File: config.mk
export PLATFORM = sky130hd
export DESIGN_NAME = mac_irq_ctrl
export DESIGN_NICKNAME = d
export VERILOG_FILES = /design/src/rtl/mac_irq_pkg.sv /design/src/rtl/mac_irq_ctrl_decode.sv /design/src/rtl/mac_irq_ctrl_regs.sv /design/src/rtl/mac_irq_ctrl.sv
export SDC_FILE = /design/constraint.sdc
export NUM_CORES = 1
export LEC_CHECK = 0
export ABC_AREA = 1
export BUFFER_PORTS_ARGS = -buffer_cell sky130_fd_sc_hd__buf_4
export CAP_MARGIN = 20
export CORE_MARGIN = 1.5
export CORE_UTILIZATION = 37
export DETAILED_ROUTE_END_ITERATION = 12
export PLACE_DENSITY = 0.82
export SLEW_MARGIN = 20
export SYNTH_ARGS = -nofsm -noshare
export SYNTH_HDL_FRONTEND = slang
export SYNTH_SLANG_ARGS = --single-unit
File: constraint.sdc
create_clock -name clk -period 1 [get_ports clk]
set_input_delay 0.15 -clock clk [delete_from_list [all_inputs] [get_ports clk]]
set_output_delay 0.15 -clock clk [all_outputs]
set_load 0.01 [all_outputs]
File: src/rtl/mac_irq_pkg.sv
package mac_irq_pkg;
  typedef struct packed {
    logic clrSrc;
    logic wrMask;
    logic rdSrc;
    logic rdMask;
  } regStrobe_t;
endpackage

File: src/rtl/mac_irq_ctrl_decode.sv
module mac_irq_ctrl_decode
  import mac_irq_pkg::*;
#(
  parameter int ADDR_W = 8,
  parameter logic [ADDR_W-1:0] SRC_OFF  = 8'h04,
  parameter logic [ADDR_W-1:0] MASK_OFF = 8'h08
) (
  input  logic [ADDR_W-1:0] addr,
  input  logic              wrEn,
  output regStrobe_t        strb
);
  logic hitSrc;
  logic hitMask;

  assign hitSrc  = (addr == SRC_OFF);
  assign hitMask = (addr == MASK_OFF);

  always_comb begin
    strb.clrSrc = wrEn & hitSrc;
    strb.wrMask = wrEn & hitMask;
    strb.rdSrc  = hitSrc;
    strb.rdMask = hitMask;
  end
endmodule

File: src/rtl/mac_irq_ctrl_regs.sv
module mac_irq_ctrl_regs
  import mac_irq_pkg::*;
#(
  parameter int NUM_SRC = 7,
  parameter int DATA_W  = 32
) (
  input  logic               clk,
  input  logic               rst,
  input  regStrobe_t         strb,
  input  logic [NUM_SRC-1:0] evt,
  input  logic [DATA_W-1:0]  wrData,
  output logic [DATA_W-1:0]  srcQ,
  output logic [DATA_W-1:0]  maskQ,
  output logic [DATA_W-1:0]  rdData,
  output logic               irq
);
  localparam int PAD_W = DATA_W - NUM_SRC;
  localparam logic [DATA_W-1:0] IMPL = {{PAD_W{1'b0}}, {NUM_SRC{1'b1}}};

  logic [DATA_W-1:0] clrVec;
  logic [DATA_W-1:0] setVec;
  logic [DATA_W-1:0] srcNext;
  logic [DATA_W-1:0] maskNext;

  assign clrVec   = strb.clrSrc ? (wrData & IMPL) : '0;
  assign setVec   = {{PAD_W{1'b0}}, evt};
  // set dominates clear so that a colliding event is not lost
  assign srcNext  = (setVec | (srcQ & ~clrVec)) & IMPL;
  assign maskNext = strb.wrMask ? (wrData & IMPL) : maskQ;

  always_ff @(posedge clk) begin
    if (rst) begin
      srcQ  <= '0;
      maskQ <= '0;
      irq   <= 1'b0;
    end else begin
      srcQ  <= srcNext;
      maskQ <= maskNext;
      irq   <= |(srcQ & maskQ);
    end
  end

  always_comb begin
    rdData = '0;
    if (strb.rdSrc)       rdData = srcQ;
    else if (strb.rdMask) rdData = maskQ;
  end
endmodule

File: src/rtl/mac_irq_ctrl.sv
module mac_irq_ctrl
  import mac_irq_pkg::*;
#(
  parameter int NUM_SRC = 7,
  parameter int DATA_W  = 32,
  parameter int ADDR_W  = 8,
  parameter logic [ADDR_W-1:0] SRC_OFF  = 8'h04,
  parameter logic [ADDR_W-1:0] MASK_OFF = 8'h08
) (
  input  logic               clk,
  input  logic               rst,
  input  logic [NUM_SRC-1:0] evt,
  input  logic               wrEn,
  input  logic [ADDR_W-1:0]  addr,
  input  logic [DATA_W-1:0]  wrData,
  output logic [DATA_W-1:0]  rdData,
  output logic               irq
);
  regStrobe_t        strb;
  logic [DATA_W-1:0] srcQ;
  logic [DATA_W-1:0] maskQ;

  mac_irq_ctrl_decode #(
    .ADDR_W(ADDR_W), .SRC_OFF(SRC_OFF), .MASK_OFF(MASK_OFF)
  ) u_decode (
    .addr(addr), .wrEn(wrEn), .strb(strb)
  );

  mac_irq_ctrl_regs #(
    .NUM_SRC(NUM_SRC), .DATA_W(DATA_W)
  ) u_regs (
    .clk(clk), .rst(rst), .strb(strb), .evt(evt), .wrData(wrData),
    .srcQ(srcQ), .maskQ(maskQ), .rdData(rdData), .irq(irq)
  );
endmodule

# Word-level counts from Yosys, hierarchy flattened

Cells that the tools add are included.

Reduce and logical (&&, ||, !) cells: 1
Multiplexer cells: 3
Bitwise operators: 6
Equality and inequality tests: 2

Operators by type and width:

| cell                 | count |
|---|---|
| $reduce_or A32 Y1    | 1 |
| $mux W7              | 3 |
| $and A7 B7 Y7        | 2 |
| $eq A8 B3 Y1 const B | 1 |
| $eq A8 B4 Y1 const B | 1 |
| $not A7 Y7           | 1 |
| $or A7 B7 Y7         | 1 |
| $and A1 B1 Y1        | 2 |

Register bits after elaboration: 15
Word-level logic and storage cells: 15
Output and inout bits: 33
Input port bits: 50

# Depth between registers and ports, before layout

Depth in word-level cells: 6
Depth in mapped cells: 8
Mapped depth without buffers: 7

# Modules after synthesis

From an unflattened synthesis, not the netlist that was laid out.

Cell total of the unflattened synthesis: 199
Area, all modules: 1373.8 µm²

By module, submodules not included:

| module              | area each (µm²) | cells an instance | instances | sequential area each (µm²) |
|---|---|---|---|---|
| mac_irq_ctrl_regs   | 1270.0          | 174               | 1         | 300.3 |
| mac_irq_ctrl_decode | 103.8           | 25                | 1         | 0.0 |

# Least setup slack after synthesis

Ideal clock, no wire load.

Path type: input-to-output
Start point: input port addr[7]
End point: output port rdData[2]
Stages on the path: 5
Arrival: 835 ps
Path slack: 15 ps
Cell sequence: nor2_1 > nand2_2 > nor2_4 > buf_4 > a22o_1

Cells in the longest elaborated chain, start to end: 3
Elaborated cells between the ends (all ways): 4
Classes of those cells: eq/ne (2); mux (2)

RTL lines:

| item         | RTL line                  | RTL |
|---|---|---|
| from (decl)  | mac_irq_ctrl.sv:14        | `input logic [ADDR_W-1:0] addr,` |
| $eq A8 B4 Y1 | mac_irq_ctrl_decode.sv:16 | `assign hitMask = (addr == MASK_OFF);` |
| $mux W7      | mac_irq_ctrl_regs.sv:46   | `else if (strb.rdMask) rdData = maskQ;` |
| $mux W7 *    | mac_irq_ctrl_regs.sv:45   | `if (strb.rdSrc) rdData = srcQ;` |
| to (decl)    | mac_irq_ctrl.sv:16        | `output logic [DATA_W-1:0] rdData,` |

Mark *: on every way between the ends. The rest lies on a longest branch, timed or not.

# Worst setup path in the final report

Start point: input port addr[3]
End point: output port rdData[1]

Same word-level chain as after synthesis.

==> metrics.md <==
| Metric | Value |
|---|---|
| Outcome | `finished with violations` |
| Failing checks | `negative setup slack` |
| H-tree depth | `1` |
| Crit-path max FO | `7` |
| Clock transition at path regs | `0.09 ns` |
| Hold slack | `0.0914 ns` |
| Crit-path cells | `buf_4 > nor2_4 > nand2_2 > nor2_4 > buf_6 > nand2_4 > nand2_2 > buf_6` |
| Buffers added on ports | `32` |
| Setup Viol. Count Final | `7` |
| Cell variety after synth | `16` |
| Via count | `930` |
| I/O pins | `83` |
| Largest cells by area after synthesis | `dfxtp_1 33%, buf_4 22%, nand2_1 14%, a21oi_1 8.1%, nand3_1 8.1%` |
| Critical Path Max Stage Delay | `0.17 ns` |
| Post-DRT Antenna Nets | `0` |
| CTS tree | `yes` |
| Initial core utilization | `40.6%` |
| GPL Wtd Cong | `0.765` |
| Syn Area/Cell | `7.10 um2` |
| CTS Buf Count | `3` |
| Global-route wire length before repair | `3370 um` |
| Final WL | `2550 um` |
| Synth Cell Area | `923 um2` |
| Final hold vios | `0` |
| Slowest CP cell | `buf_6` |
| Synth area leader | `dfxtp_1` |
| Syn Inst Count | `130` |
| Drt via density | `4.63` |
| Tcrit/Tclk final | `117%` |
| HP Class | `in2reg` |
| MaxCap Viol Count | `0` |
| DP HPWL | `1540 um` |
| Share of layout cells above drive strength 1 | `40.5%` |
| Die height | `53.0 um` |
| Site Rows | `17` |
| Yosys warning count | `0` |
| Register area share after synthesis | `32.5%` |
| Final Critical Period | `1.17 ns` |
| Critical path class | `in2out` |
| Max Freq | `854 MHz` |
| TritonRoute pass-1 iters | `4` |
| Leakage power | `0.656 nW` |
| CORE AREA | `0.00228 mm2` |
| Worst-case clock skew | `0.0139 ns` |
| Wire per inst | `12.7 um` |
| Vias in the first global route | `817` |
| Detailed Route Iter0 Violations | `22` |
| WP buf/inv | `3` |
| All-layer global routing usage | `16.6%` |
| Clock Sink Count | `15` |
| RSZ-0062 raised after global routing | `yes` |
| Net count, final | `224` |
| Setup TNS | `-1.02 ns` |
| Setup WS post-layout | `-0.171 ns` |
| Post-layout util | `58.2%` |
| Antenna Cells | `0` |
| Pin count of the biggest net entering global routing | `16` |
| Worst Setup End Kind | `primary output` |
| Die width | `53.0 um` |
| Critical path's top delay family | `simple AND/OR/NAND/NOR gates` |
| Critical Path RT | `0.85 ns` |
| Worst-Skew Late Latency | `0.29 ns` |
| Startpoint Class | `primary input` |
| Initial antenna violation count | `0` |
| CTS Root Cell | `clkbuf_4` |
| Fin. max-slew vios | `0` |
| PwrDens | `914 mW/mm2` |
| Die ar. | `0.00280 mm2` |
| Max clock buf depth | `2` |
| Area growth from synthesis to layout | `43.4%` |
| Peak supply drop | `0.658 mV` |
| Gr ovfl total | `0` |
| #FFs+latches synth | `15` |
| DRC Markers | `0` |
| Share of the synthesized area in the top cell type | `32.5%` |
| Critical Path AT | `1.02 ns` |
repair_timing:
item / 4_1_cts / 5_1_grt
gates resized for setup: 22 / 19
buffers inserted: 6 / 4
pin swaps: 10 / 11
setup endpoints to repair: 7 / 8
hold buffers: 0 / 0
cells by family (layout without fill, tap and decap cells):
kind of cell / count (synthesis) / count (layout) / synth area share, %
and+or+nand+nor: 58 / 58 / 28.5
other: 1 / 25 / 0.406
DFF: 15 / 15 / 32.5
AOI/OAI and AO/OA: 19 / 19 / 11.8
buffers and inverters: 37 / 56 / 26.8
where the power goes:
part / total [mW] / switching (mW) / internal (mW)
logic: 0.220 / 0.120 / 0.0994
registers: 0.639 / 0.0195 / 0.619
clock network: 0.352 / 0.196 / 0.155
total: 1.21 / 0.336 / 0.874
area by class of cell:
class / count / area [um2]
clock buffers: 4 / 26.3
fillers: 200 / 952
inverters: 8 / 30.0
multi-input cells: 102 / 538
flip-flops and latches: 15 / 304
well taps: 28 / 35.0
repair buffers: 44 / 390
worst reg2reg max path, cell delays in order, from the launching register on:
cell and delay [ns]:
dfxtp_2 0.33, buf_4 0.13, nand2_1 0.07, nand3_1 0.09
a211oi_2 0.17, a21oi_1 0.09
synth_stat cells:
master	count
nor2_4	2
nor2_2	1
buf_6	1
clkbuf_1	1
buf_4	27
nand2_1	35
a21oi_1	15
nand3_2	1
a211oi_1	1
a22o_1	3
dfxtp_1	15
nand2_2	1
conb_1	1
inv_1	8
nor2_1	3
nand3_1	15
registers in the layout, summed over array words and instances, names as in the netlist:
register / cells
u_regs.maskQ: 7
u_regs.srcQ: 7
u_regs.irq: 1
metal layers:
| metal | vias to the layer above | global-route usage (%) | routed length, um |
|---|---|---|---|
| li1 | 452 | - | - |
| met1 | 430 | 16.5 | 868 |
| met2 | 40 | 31.9 | 1440 |
| met3 | 8 | 5.93 | 158 |
| met4 | 0 | 4.27 | 87 |
| met5 | - | 0 | 0 |
cell usage in the layout (no fill, tap or decap):
master / netlist / routed
dfxtp_1: 15 / 12
buf_4: 27 / 28
conb_1: 1 / 25
inv_1: 8 / 7
clkbuf_1: 1 / 1
nor2_4: 2 / 6
nand2_4: 0 / 3
inv_2: 0 / 1
nand2_2: 1 / 8
dfxtp_2: 0 / 3
a21oi_1: 15 / 15
a22o_1: 3 / 3
clkbuf_4: 0 / 3
nand2_1: 35 / 25
nand3_1: 15 / 15
a211oi_2: 0 / 1
nand3_2: 1 / 1
buf_6: 1 / 16
per-stage QoR:
step / instance area, um2 / total power, mW / worst slack, ns / cells
after global routing: 1320 / 1.28 / -0.206 / 201
after global placement: 1090 / 0.817 / -0.215 / 187
final: 1320 / 1.21 / -0.171 / 201
after detailed placement: 1090 / 0.824 / -0.256 / 187
after CTS: 1220 / 1.19 / -0.126 / 197
after floorplan: 1010 / 0.803 / 0.0150 / 154
final timing paths:
path	from	end	slack, ns	cells after the start
max	addr[3]	rdData[1]	-0.17	8
min	evt[3]	u_regs.srcQ[3]$_SDFF_PP0_	0.09	3
max reg2reg	u_regs.srcQ[3]$_SDFF_PP0_	u_regs.irq$_SDFF_PP0_	0	5
min reg2reg	u_regs.srcQ[2]$_SDFF_PP0_	u_regs.srcQ[2]$_SDFF_PP0_	0.48	2
(Power assumes the default switching activity.)
